[src/rtl/pbus_pkg.sv]
package pbus_pkg;
  // sampled control pins, all active low
  typedef struct packed {
    logic cen_n;
    logic rd_n;
    logic wr_n;
  } pbus_ctl_t;

  localparam pbus_ctl_t CTL_IDLE = '{cen_n: 1'b1, rd_n: 1'b1, wr_n: 1'b1};
  localparam int unsigned N_STROBES = 2;  // index 0 read, 1 write
endpackage

[src/rtl/pbus_in_stage.sv]
module pbus_in_stage
  import pbus_pkg::*;
#(
  parameter int unsigned ADDR_W = 21,
  parameter int unsigned DATA_W = 8
) (
  input  logic              clk_i,
  input  logic              rst_ni,
  input  pbus_ctl_t         ctl_i,
  input  logic [ADDR_W-1:0] addr_i,
  input  logic [DATA_W-1:0] data_i,
  output pbus_ctl_t         ctl_q_o,
  output pbus_ctl_t         ctl_d1_o,
  output logic [ADDR_W-1:0] addr_q_o,
  output logic [DATA_W-1:0] data_q_o
);
  pbus_ctl_t         ctl_q, ctl_d1;
  logic [ADDR_W-1:0] addr_q;
  logic [DATA_W-1:0] data_q;

  always_ff @(posedge clk_i or negedge rst_ni) begin
    if (!rst_ni) begin
      ctl_q  <= CTL_IDLE;
      ctl_d1 <= CTL_IDLE;
      addr_q <= '0;
      data_q <= '0;
    end else begin
      ctl_q  <= ctl_i;
      ctl_d1 <= ctl_q;
      addr_q <= addr_i;
      data_q <= data_i;
    end
  end

  assign ctl_q_o  = ctl_q;
  assign ctl_d1_o = ctl_d1;
  assign addr_q_o = addr_q;
  assign data_q_o = data_q;
endmodule

[src/rtl/pbus_strobe_edge.sv]
module pbus_strobe_edge #(
  parameter int unsigned N = 2
) (
  input  logic [N-1:0] cur_n_i,
  input  logic [N-1:0] prev_n_i,
  input  logic         sel_n_i,
  output logic [N-1:0] pulse_o
);
  // falling edge qualified by chip select in the same sample
  for (genvar g = 0; g < N; g++) begin : g_edge
    assign pulse_o[g] = prev_n_i[g] & ~cur_n_i[g] & ~sel_n_i;
  end
endmodule

[src/rtl/pbus_rd_return.sv]
module pbus_rd_return #(
  parameter int unsigned DATA_W = 8
) (
  input  logic              clk_i,
  input  logic              rst_ni,
  input  logic              rd_pulse_i,
  input  logic [DATA_W-1:0] rd_data_i,
  output logic [DATA_W-1:0] data_o
);
  logic              pend_q;
  logic [DATA_W-1:0] hold_q;

  always_ff @(posedge clk_i or negedge rst_ni) begin
    if (!rst_ni) begin
      pend_q <= 1'b0;
      hold_q <= '0;
    end else begin
      pend_q <= rd_pulse_i;
      if (pend_q) hold_q <= rd_data_i;
    end
  end

  // pass-through in the return cycle, held afterwards
  assign data_o = pend_q ? rd_data_i : hold_q;
endmodule

[src/rtl/pbus_reg_frontend.sv]
module pbus_reg_frontend
  import pbus_pkg::*;
#(
  parameter int unsigned ADDR_W = 21,
  parameter int unsigned IDX_W  = 7,
  parameter int unsigned DATA_W = 8,
  localparam int unsigned REG_W = ADDR_W - IDX_W
) (
  input  logic              clk_i,
  input  logic              rst_ni,
  input  logic              bus_cen_ni,
  input  logic              bus_rdn_ni,
  input  logic              bus_wrn_ni,
  input  logic [ADDR_W-1:0] bus_addr_i,
  input  logic [DATA_W-1:0] bus_data_i,
  output logic [DATA_W-1:0] bus_data_o,
  output logic              bus_data_oe_o,
  output logic [REG_W-1:0]  reg_addr_o,
  output logic [IDX_W-1:0]  reg_idx_o,
  output logic              reg_addr_valid_o,
  output logic              reg_read_o,
  output logic              reg_write_o,
  output logic [DATA_W-1:0] reg_wdata_o,
  input  logic [DATA_W-1:0] reg_rdata_i
);
  pbus_ctl_t              ctl_in, ctl_q, ctl_d1;
  logic [ADDR_W-1:0]      addr_q;
  logic [N_STROBES-1:0]   strobe_cur, strobe_prev, pulse;

  assign ctl_in = '{cen_n: bus_cen_ni, rd_n: bus_rdn_ni, wr_n: bus_wrn_ni};

  pbus_in_stage #(.ADDR_W(ADDR_W), .DATA_W(DATA_W)) u_in (
    .clk_i   (clk_i),
    .rst_ni  (rst_ni),
    .ctl_i   (ctl_in),
    .addr_i  (bus_addr_i),
    .data_i  (bus_data_i),
    .ctl_q_o (ctl_q),
    .ctl_d1_o(ctl_d1),
    .addr_q_o(addr_q),
    .data_q_o(reg_wdata_o)
  );

  assign strobe_cur  = {ctl_q.wr_n, ctl_q.rd_n};
  assign strobe_prev = {ctl_d1.wr_n, ctl_d1.rd_n};

  pbus_strobe_edge #(.N(N_STROBES)) u_edge (
    .cur_n_i (strobe_cur),
    .prev_n_i(strobe_prev),
    .sel_n_i (ctl_q.cen_n),
    .pulse_o (pulse)
  );

  assign reg_read_o       = pulse[0];
  assign reg_write_o      = pulse[1];
  assign reg_addr_valid_o = ~ctl_q.cen_n;
  assign reg_addr_o       = addr_q[ADDR_W-1:IDX_W];
  assign reg_idx_o        = addr_q[IDX_W-1:0];
  assign bus_data_oe_o    = ~ctl_q.cen_n & ~ctl_q.rd_n;

  pbus_rd_return #(.DATA_W(DATA_W)) u_ret (
    .clk_i     (clk_i),
    .rst_ni    (rst_ni),
    .rd_pulse_i(pulse[0]),
    .rd_data_i (reg_rdata_i),
    .data_o    (bus_data_o)
  );
endmodule

[config.mk]
export PLATFORM = sky130hd
export DESIGN_NAME = pbus_reg_frontend
export DESIGN_NICKNAME = d
export VERILOG_FILES = /design/src/rtl/pbus_pkg.sv /design/src/rtl/pbus_in_stage.sv /design/src/rtl/pbus_strobe_edge.sv /design/src/rtl/pbus_rd_return.sv /design/src/rtl/pbus_reg_frontend.sv
export SDC_FILE = /design/constraint.sdc
export NUM_CORES = 1
export LEC_CHECK = 0
export BUFFER_PORTS_ARGS = -buffer_cell sky130_fd_sc_hd__buf_4
export CAP_MARGIN = 20
export CORE_MARGIN = 3
export CORE_UTILIZATION = 43
export DETAILED_ROUTE_END_ITERATION = 6
export HOLD_SLACK_MARGIN = 0.06
export PLACE_DENSITY = 0.82
export SKIP_LAST_GASP = 1
export SYNTH_ARGS = -nofsm -noshare
export SYNTH_HDL_FRONTEND = slang
export SYNTH_SLANG_ARGS = --single-unit
[constraint.sdc]
create_clock -name clk_i -period 2.8 [get_ports clk_i]
set_clock_uncertainty 0.15 [all_clocks]
set_input_delay 0.28 -clock clk_i [delete_from_list [all_inputs] [get_ports clk_i]]
set_output_delay 0.28 -clock clk_i [all_outputs]
set_load 0.005 [all_outputs]
### Word level (Yosys, flattened, before mapping)

Cells that the tools add are included.

| word-level totals | value |
|---|---|
| logic and storage cells | 18 |
| output and inout port bits | 41 |
| bits in registers | 43 |
| input bits | 42 |

| cells by class | value |
|---|---|
| bitwise gates (word level) | 8 |
| mux-type cells | 1 |

Operators by type and width:

| cell | count |
|---|---|
| 2-to-1 mux 8 bit | 1 |
| bitwise AND 1 bit | 5 |
| NOT 1 bit | 3 |

### Depth between registers and ports, before layout

Gate-level depths: netlist of run 1.

| depth | value |
|---|---|
| depth in word-level cells | 3 |
| depth in mapped cells | 2 |

### Cells and area by module

Synthesis of run 1 repeated with hierarchy kept, for this count alone.

| unflattened totals | value |
|---|---|
| cells, all modules | 57 |
| area, all modules | 1262.5 um^2 |

Modules (own cells, without submodules):

| module | sequential area each (um^2) | instances | cells each | area an instance (um^2) |
|---|---|---|---|---|
| pbus_in_stage | 883.3 | 1 | 35 | 883.3 |
| pbus_rd_return | 225.2 | 1 | 18 | 356.6 |
| pbus_strobe_edge | 0.0 | 1 | 2 | 15.0 |
| pbus_reg_frontend | 0.0 | 1 | 2 | 7.5 |

### Worst setup path after synthesis of run 1

OpenSTA, ideal clock, no wires.

| path | value |
|---|---|
| kind | register to output |
| start | register u_ret.pend_q |
| end | output port bus_data_o[0] |
| arrival | 0.791 ns |
| data required time | 2.370 ns |
| path slack | 1.579 ns |
| cell stages (with the launch flop) | 3 |
| path through | dfrtp_1 > buf_6 > mux2_4 |

| between the ends | value |
|---|---|
| word-level cells in the longest chain between the ends | 1 |

RTL lines:

| item | line | text |
|---|---|---|
| start, declared | pbus_rd_return.sv:10 | `logic pend_q;` |
| start signal, assigned | pbus_rd_return.sv:18 | `pend_q <= rd_pulse_i;` |
| 2-to-1 mux 8 bit | - |  |
| end, declared | pbus_reg_frontend.sv:16 | `output logic [DATA_W-1:0] bus_data_o,` |

Every way passes these cells.

### Final worst setup path of run 1

| path | value |
|---|---|
| start | register u_ret.pend_q |
| end | output port bus_data_o[6] |

The elaborated chain is that of the path after synthesis.

==> impl_metrics.toml, run 1 <==
[global_route]
grt.total_usage = 0.2543
grt_antenna_before_repair = 0
grt_pass1_vias = 1194
grt_max_degree = 44
grt_overflow = 0
grt_pass1_wl_mm = 6.030

[sta]
setup_viol = 0
max_slew_margin = 0.6555
fin_crit_sh = 0.6799
worst_pin_slew_ns = 0.5168
rsz0062_at_grt = "false"
finalMaxSlewViolations = 0
post-route-min-period_ns = 1.904
setup_tns_ns = 0
setup_slack_ns = 0.8963
final_hold_viol_count = 0
fmax_mhz = 525.3

[synthesis]
ys_seq_area_frac = 0.8755
ys_warn_count = 0
synthCells = 56
syn-cell-area_mm2 = 0.001236
synthDistinctLibCells = 7
syn_area_per_cell_um2 = 22.07
synth-seq-cells = 43
synth.net_count = 98

[detailed_routing]
drc = 0
wire_per_inst_um = 18.42
routed_wl_mm = 3.978
viasPerCell = 4.444
vias = 960
dr.pass1.iters = 4
ant_nets = 0
dr.first_iter.drc_count = 17

[power_and_ir_drop]
peakVddDrop_mv = 0.5954
pwr-share-comb = 0.184
p_leak_uw = 0.001168
intPower_uw = 954.4
share_seq_of_total_power = 0.558
clock_power_share = 0.258
switching_share = 0.2297
power_per_cell_area_mw_per_mm2 = 526.7
power.switching_uw = 284.5

[cells_and_area]
nFillCells = 96
layout-drive-gt1-share = 0.5484
nets = 227
antenna_cells = 0
area_delta_synth_final_pct = 90.28

[floorplan]
start_util = 0.4732
rows = 18
die_y_um = 59.62
die-area_mm2 = 0.003554
die_w_um = 59.62
io_pins = 83
core_mm2 = 0.002613

[worst_setup_path]
worst-path-buf-inv = 1
crit_chain = "mux2_4, buf_4"
critical_path.max_stage_delay_ns = 0.65
critPathMaxFanout = 8
critPathLaunchType = "flip-flop"
rrSetupSlack_ns = 1.54
critical_path_arrival_ns = 1.47
critPathTopFamily = "flip-flops"
cp_slowest_cell = "dfrtp_1"
endpoint_kind = "output port"
worstPathRequired_ns = 2.37
worstSetupPathType = "flip-flop to output port"

[cts]
tritoncts = "built"
clock_latency_ns = 0.33
cts_sinks = 43
ctsLongestPathBuffers = 2
htreeDepth = 2
clk_pin_slew_ns = 0.12
numCtsBuffers = 5
cts-resized-gates = 0
clockRootBuffer = "clkbuf_4"

[placed_design]
place_ws_ns = 1.269
port_buffers = 82
place.gp.congestion = 0.6655

[worst_hold_path]
hp-class = "flip-flop to flip-flop"

[status]
run_status = "complete, no violations"

[flow_run]
maxCapViolations = 0
-- final timing paths --
path / from / endpoint / cells after the start
setup / recovery: u_ret.pend_q / bus_data_o[6] / 2
hold / removal: u_in.ctl_q_o[0] / u_in.ctl_d1_o[0] / 0
setup reg to reg: u_ret.pend_q / u_ret.hold_q[3] / 1
hold reg to reg: u_in.ctl_q_o[0] / u_in.ctl_d1_o[0] / 0
max in group asynchronous: rst_ni / u_in.ctl_q_o[0] / 2
min in group asynchronous: rst_ni / u_in.data_q_o[3] / 2
-- state kept, by name, indices dropped and copies added, names as in the netlist --
name,count
u_in.ctl_d1_o,2
u_in.ctl_q_o,3
u_ret.hold_q,8
u_ret.pend_q,1
u_in.data_q_o,8
u_in.addr_q_o,21
-- repair_timing --
item | in CTS | in global routing
setup endpoints to repair | 0 | 0
hold buffers | 41 | 0
setup buffers | 0 | 0
hold endpoints to repair | 78 | 0
-- cells in the final DEF (no fill, tap or decap) --
cell type / count
buf_4: 82
dlygate4sd3_1: 41
dfrtp_1: 38
mux2_4: 8
clkbuf_4: 5
dfstp_2: 5
nor3b_1: 2
inv_1: 1
nor2_1: 1
clkbuf_1: 1
clkbuf_8: 1
inv_6: 1
-- cells by family after synthesis --
kind of cell,share of synthesized area
muxes,0.09717
DFF,0.8755
buffers and inverters,0.01214
and+or+nand+nor,0.01518
-- final cells by class --
class | instances | area, µm² | share of cell area
sequential | 43 | 1082 | 0.4601
timing repair buffer | 123 | 1026 | 0.4362
clock inverter | 1 | 8.758 | 0.003723
tap | 30 | 37.54 | 0.01596
inverter | 1 | 3.754 | 0.001596
clock buffer | 7 | 55.05 | 0.02340
multi-input combinational | 11 | 138.9 | 0.05904
-- power groups by stage --
stage                     Sequential, µW  Clock (µW)  Combinational [µW]
final                                691         320                 228
after global routing                 695         351                 243
after CTS                            688         329                 225
after detailed placement             699           0                 178
after global placement               699           0                 172
after floorplan                      697           0                46.9
-- metal layers --
layer / track usage / vias up / wire (µm)
li1: - / 435 / -
met3: 0.1046 / 6 / 347
met4: 0.09810 / 0 / 72
met5: 0 / - / 0
met1: 0.2500 / 466 / 1396
met2: 0.4680 / 53 / 2162
-- cell usage after synthesis --
master,number,share of area
buf_6,1,0.0091
dfrtp_1,38,0.77
dfstp_2,5,0.11
nor3b_1,2,0.012
inv_1,1,0.0030
nor2_1,1,0.0030
mux2_4,8,0.097
-- stage by stage --
stage	instances	utilization	hold WS, ns	total power (µW)	cell area (µm²)
after floorplan	56	-	-0.1656	744.0	1236
after global placement	167	0.7189	0.1249	871.8	1878
after detailed placement	167	0.7189	0.1416	876.8	1878
after CTS	216	0.9004	0.2246	1242	2352
after global routing	216	0.9004	0.2393	1289	2352
final	216	0.9004	0.2302	1239	2352
Power figures use the tool's default switching activity.
==> run 2, diff against run 1 <==
- CORE_UTILIZATION: 43 -> 36
- PLACE_DENSITY: 0.82 -> 0.73
- clock period: 2.8 -> 1.55 ns (I/O delays scaled with it)
==> impl_metrics.toml, run 2 (synthesis gave the netlist of run 1 again) <==
[status]
run_status = "finished with violations"
violations = "negative setup slack"

[cts]
tritoncts = "built"
ctsLongestPathBuffers = 2
clock_latency_ns = 0.35
numCtsBuffers = 5
clockRootBuffer = "clkbuf_4"
htreeDepth = 2
cts_sinks = 43
clk_pin_slew_ns = 0.13

[detailed_routing]
viasPerCell = 4.346
ant_nets = 0
vias = 1030
drc = 0
wl_met2_mm = 2.257
met3WireLength_um = 361
routed.top_layer = "met4"
dr.pass1.iters = 4
wire_per_inst_um = 17.20
dr.first_iter.drc_count = 30
m1WireLength_mm = 1.430
routed_wl_mm = 4.077

[placed_design]
place.gp.congestion = 0.6816
dp_hpwl_mm = 2.000
port_buffers = 82
place_ws_ns = 0.1579

[worst_setup_path]
cp-endpoint = "bus_data_o[2]"
rrSetupSlack_ns = 0.26
worstSetupPathType = "flip-flop to output port"
worstReg2RegStart = "u_ret.pend_q"
endpoint_kind = "output port"
critical_path_arrival_ns = 1.37
rr_worst_depth = 2
worst_setup_path_startpoint = "u_ret.pend_q"
r2r_end = "u_ret.hold_q[2]"
worstPathRequired_ns = 1.24
critPathLaunchType = "flip-flop"
critPathMaxFanout = 8

[global_route]
grt_max_degree = 44
grt_pass1_vias = 1086
grt_overflow = 0
grt_antenna_before_repair = 0
grt.total_usage = 0.1900
grt_pass1_wl_mm = 5.630

[cells_and_area]
mostFrequentLayoutCells = "81 x buf_4, 41 x dlygate4sd3_1, 37 x dfrtp_1"
final_util = 0.7905
layout-drive-gt1-share = 0.5855
nets = 234
antenna_cells = 0
largest_reg_flops = 21
final_common_cell = "buf_4"
area_delta_synth_final_pct = 101.6

[power_and_ir_drop]
pwr-share-comb = 0.202
power_per_cell_area_mw_per_mm2 = 997.6
peakVddDrop_mv = 0.6750
switching_share = 0.2182
power.switching_uw = 542.6
share_seq_of_total_power = 0.506
clock_power_share = 0.292
intPower_uw = 1944
p_leak_uw = 0.001229
p_total_uw = 2486

[sta]
fmax_mhz = 597.7
rsz0062_at_grt = "true"
finalMaxSlewViolations = 0
setup_tns_ns = -0.8814
fin_crit_sh = 1.079
setup_viol = 8
setup_slack_ns = -0.1230
post-route-min-period_ns = 1.673
max_slew_margin = 0.6624
worst_pin_slew_ns = 0.5064
final_hold_viol_count = 0

[floorplan]
rows = 20
core_mm2 = 0.003153
die_w_um = 64.60
die-area_mm2 = 0.004173
die_y_um = 64.60
start_util = 0.3921
io_pins = 83

[flow_run]
maxCapViolations = 0

[worst_hold_path]
hp-class = "primary input to async pin"
==> run 2: changes by cell type in the layout (fill, tap and decap cells not counted), sizes merged <==
cell / change
clkinv: +1
bufinv: +1
buf: +7
clkbuf: -1
inv: -1
==> run 2: layer usage <==
metal  up-vias  track usage
met3         4      0.08492
met4         0      0.05541
met5         -            0
met1       506       0.2092
met2        68       0.3299
li1        452            -
==> run 2: worst min-delay path by stage <==
stage | startpoint | to | slack [ns] | cells after the start
6_report | rst_ni | u_ret.hold_q[6] | 0.17 | 2
5_1_grt | rst_ni | u_ret.hold_q[4] | 0.20 | 2
4_1_cts | rst_ni | u_ret.hold_q[3] | 0.18 | 2
3_5_place_dp | rst_ni | u_ret.hold_q[3] | 0.01 | 1
3_3_place_gp | rst_ni | u_ret.hold_q[7] | 0.0002 | 1
2_1_floorplan | rst_ni | u_in.addr_q_o[0] | -0.29 | 0
==> run 2: layout make-up <==
| type | count | area, µm² |
|---|---|---|
| clock buffer | 6 | 51.30 |
| clock inverter | 2 | 35.03 |
| fill | 177 | 660.6 |
| inverter | 1 | 3.754 |
| multi-input combinational | 11 | 155.1 |
| sequential | 43 | 1084 |
| tap | 44 | 55.05 |
| timing repair buffer | 130 | 1109 |
==> run 2: metrics by stage <==
stage | cells | hold WS [ns] | area (µm²)
after floorplan | 56 | -0.2906 | 1236
after global placement | 181 | 0.0001738 | 1896
after detailed placement | 181 | 0.01410 | 1896
after CTS | 233 | 0.1753 | 2451
after global routing | 237 | 0.2039 | 2492
final | 237 | 0.1684 | 2492
==> run 2: power by group through the flow <==
stage          registers [µW]  clock network [µW]  logic, µW
3_5_place_dp             1260                   0        320
2_1_floorplan            1260                   0       84.8
6_report                 1260                 726        503
5_1_grt                  1270                 805        535
3_3_place_gp             1260                   0        310
4_1_cts                  1240                 730        457
==> run 2: critical path, cell delays in order, from the launching register on <==
cell and delay [ns]:
dfrtp_2 0.54, mux2_4 0.35, buf_6 0.12
==> run 2: what timing repair did <==
item	in CTS	in global routing
hold endpoints to repair	83	0
endpoints found under the setup margin	9	10
buffers inserted	3	4
gates resized for setup	10	2
hold buffers	41	0
==> run 3, diff against run 2 <==
- RECOVER_POWER: not set -> 50
==> impl_metrics.toml, run 3 (synthesis gave the netlist of run 1 again) <==
[floorplan]
io_pins = 83
core_mm2 = 0.003153
die-area_mm2 = 0.004173
die_w_um = 64.60
start_util = 0.3921
die_y_um = 64.60
rows = 20

[global_route]
grt.total_usage = 0.1900
grt_pass1_vias = 1086
grt_antenna_before_repair = 0
grt_pass1_wl_mm = 5.630
grt_max_degree = 44
grt_overflow = 0

[flow_run]
maxCapViolations = 0

[power_and_ir_drop]
peakVddDrop_mv = 0.6671
p_total_uw = 2477
switching_share = 0.2181
pwr-share-comb = 0.200
share_seq_of_total_power = 0.507
intPower_uw = 1937
power_per_cell_area_mw_per_mm2 = 996.3
clock_power_share = 0.293
power.switching_uw = 540.2
p_leak_uw = 0.001217

[placed_design]
port_buffers = 82
dpl_cell_area_mm2 = 0.001896
dp.cells = 181
dp_hpwl_mm = 2.000
place.gp.congestion = 0.6816

[status]
run_status = "finished with violations"
violations = "negative setup slack"

[sta]
rsz0062_at_grt = "true"
final_hold_viol_count = 0
setup_slack_ns = -0.1165
finalMaxSlewViolations = 0
worst_pin_slew_ns = 1.002
setup_viol = 8
max_slew_margin = 0.3318
fmax_mhz = 600.1
post-route-min-period_ns = 1.667
fin_crit_sh = 1.075

[detailed_routing]
ant_nets = 0
routed_wl_mm = 4.035
dr.first_iter.drc_count = 24
viasPerCell = 4.300
vias = 1019
wire_per_inst_um = 17.03
drc = 0
dr.pass1.iters = 4

[worst_setup_path]
worstPathRequired_ns = 1.24
critical_path_arrival_ns = 1.36
worstSetupPathType = "flip-flop to output port"
critPathLaunchType = "flip-flop"
endpoint_kind = "output port"
critPathMaxFanout = 8

[cts]
cts_sinks = 43
clk_pin_slew_ns = 0.13
clockRootBuffer = "clkbuf_4"
htreeDepth = 2
tritoncts = "built"
ctsLongestPathBuffers = 2
clock_latency_ns = 0.35
numCtsBuffers = 5

[cells_and_area]
layout-drive-gt1-share = 0.5699
finalNonFillerCells = 237
stdcell_area_mm2 = 0.002486
mostFrequentLayoutCells = "48 x buf_4, 41 x dlygate4sd3_1, 37 x dfrtp_1"
final_common_cell = "buf_4"
antenna_cells = 0
final_util = 0.7885
nFillCells = 179
nets = 234
largest_reg_flops = 21
area_delta_synth_final_pct = 101.1

[worst_hold_path]
hp-class = "flip-flop to flip-flop"
==> run 3: changes by cell type in the layout (fill, tap and decap cells not counted) <==
cell / before / now
clkbuf_2: 0 / 1
dfstp_2: 5 / 3
buf_4: 81 / 48
clkbuf_4: 5 / 36
dfstp_1: 0 / 2
clkbuf_1: 0 / 1
==> run 3: what timing repair did <==
action	in CTS	in global routing
resized for setup	10	2
endpoints found under the setup margin	9	10
buffers inserted	3	4
hold buffers	41	0
hold endpoints to repair	83	0
cloned	0	0
==> run 3: power groups by stage <==
stage	Clock, µW	Combinational (µW)	Sequential [µW]
finish	726	495	1260
global route	804	529	1260
CTS	730	457	1240
detailed placement	0	320	1260
global placement	0	310	1260
floorplan	0	84.8	1260
==> run 3: worst max-delay path, cell delays in order, from the launching register on <==
cell,delay [ns]
dfrtp_2,0.54
mux2_4,0.35
buf_6,0.12
==> run 3: cell type report <==
cell class / instances / area (µm²) / area share
clock buffers: 6 / 51.30 / 0.02063
clock inverters: 2 / 35.03 / 0.01409
inverters: 1 / 3.754 / 0.001510
multi-input cells: 11 / 155.1 / 0.06241
flip-flops and latches: 43 / 1084 / 0.4358
well taps: 44 / 55.05 / 0.02214
repair buffers: 130 / 1102 / 0.4434
==> run 3: per-layer routing <==
metal | track usage | wire length, µm | up-vias | part of all wire
li1 | - | - | 449 | -
met1 | 0.2092 | 1449 | 502 | 0.36
met2 | 0.3299 | 2215 | 62 | 0.55
met3 | 0.08492 | 330 | 6 | 0.082
met4 | 0.05541 | 40 | 0 | 0.0099
met5 | 0 | 0 | - | 0
==> run 3: per-stage QoR <==
stage | setup WS, ns | hold WS, ns | setup TNS, ns
2_1_floorplan | 0.4539 | -0.2906 | 0
3_3_place_gp | 0.1864 | 0.0001738 | 0
3_5_place_dp | 0.1579 | 0.01410 | 0
4_1_cts | -0.09830 | 0.1753 | -0.7492
5_1_grt | -0.1749 | 0.2495 | -1.341
6_report | -0.1165 | 0.2421 | -0.8509
==> run 3: final timing paths <==
| path | from | end | slack, ns | depth (start not counted) |
|---|---|---|---|---|
| hold reg to reg | u_in.ctl_q_o[0] | u_in.ctl_d1_o[0] | 0.24 | 0 |
| setup reg to reg | u_ret.pend_q | u_ret.hold_q[2] | 0.26 | 2 |
| min in group asynchronous | rst_ni | u_ret.hold_q[6] | 0.35 | 2 |
| hold / removal | u_in.ctl_q_o[0] | u_in.ctl_d1_o[0] | 0.24 | 0 |
| max in group asynchronous | rst_ni | u_ret.pend_q | 0.24 | 2 |
| setup / recovery | u_ret.pend_q | bus_data_o[2] | -0.12 | 2 |
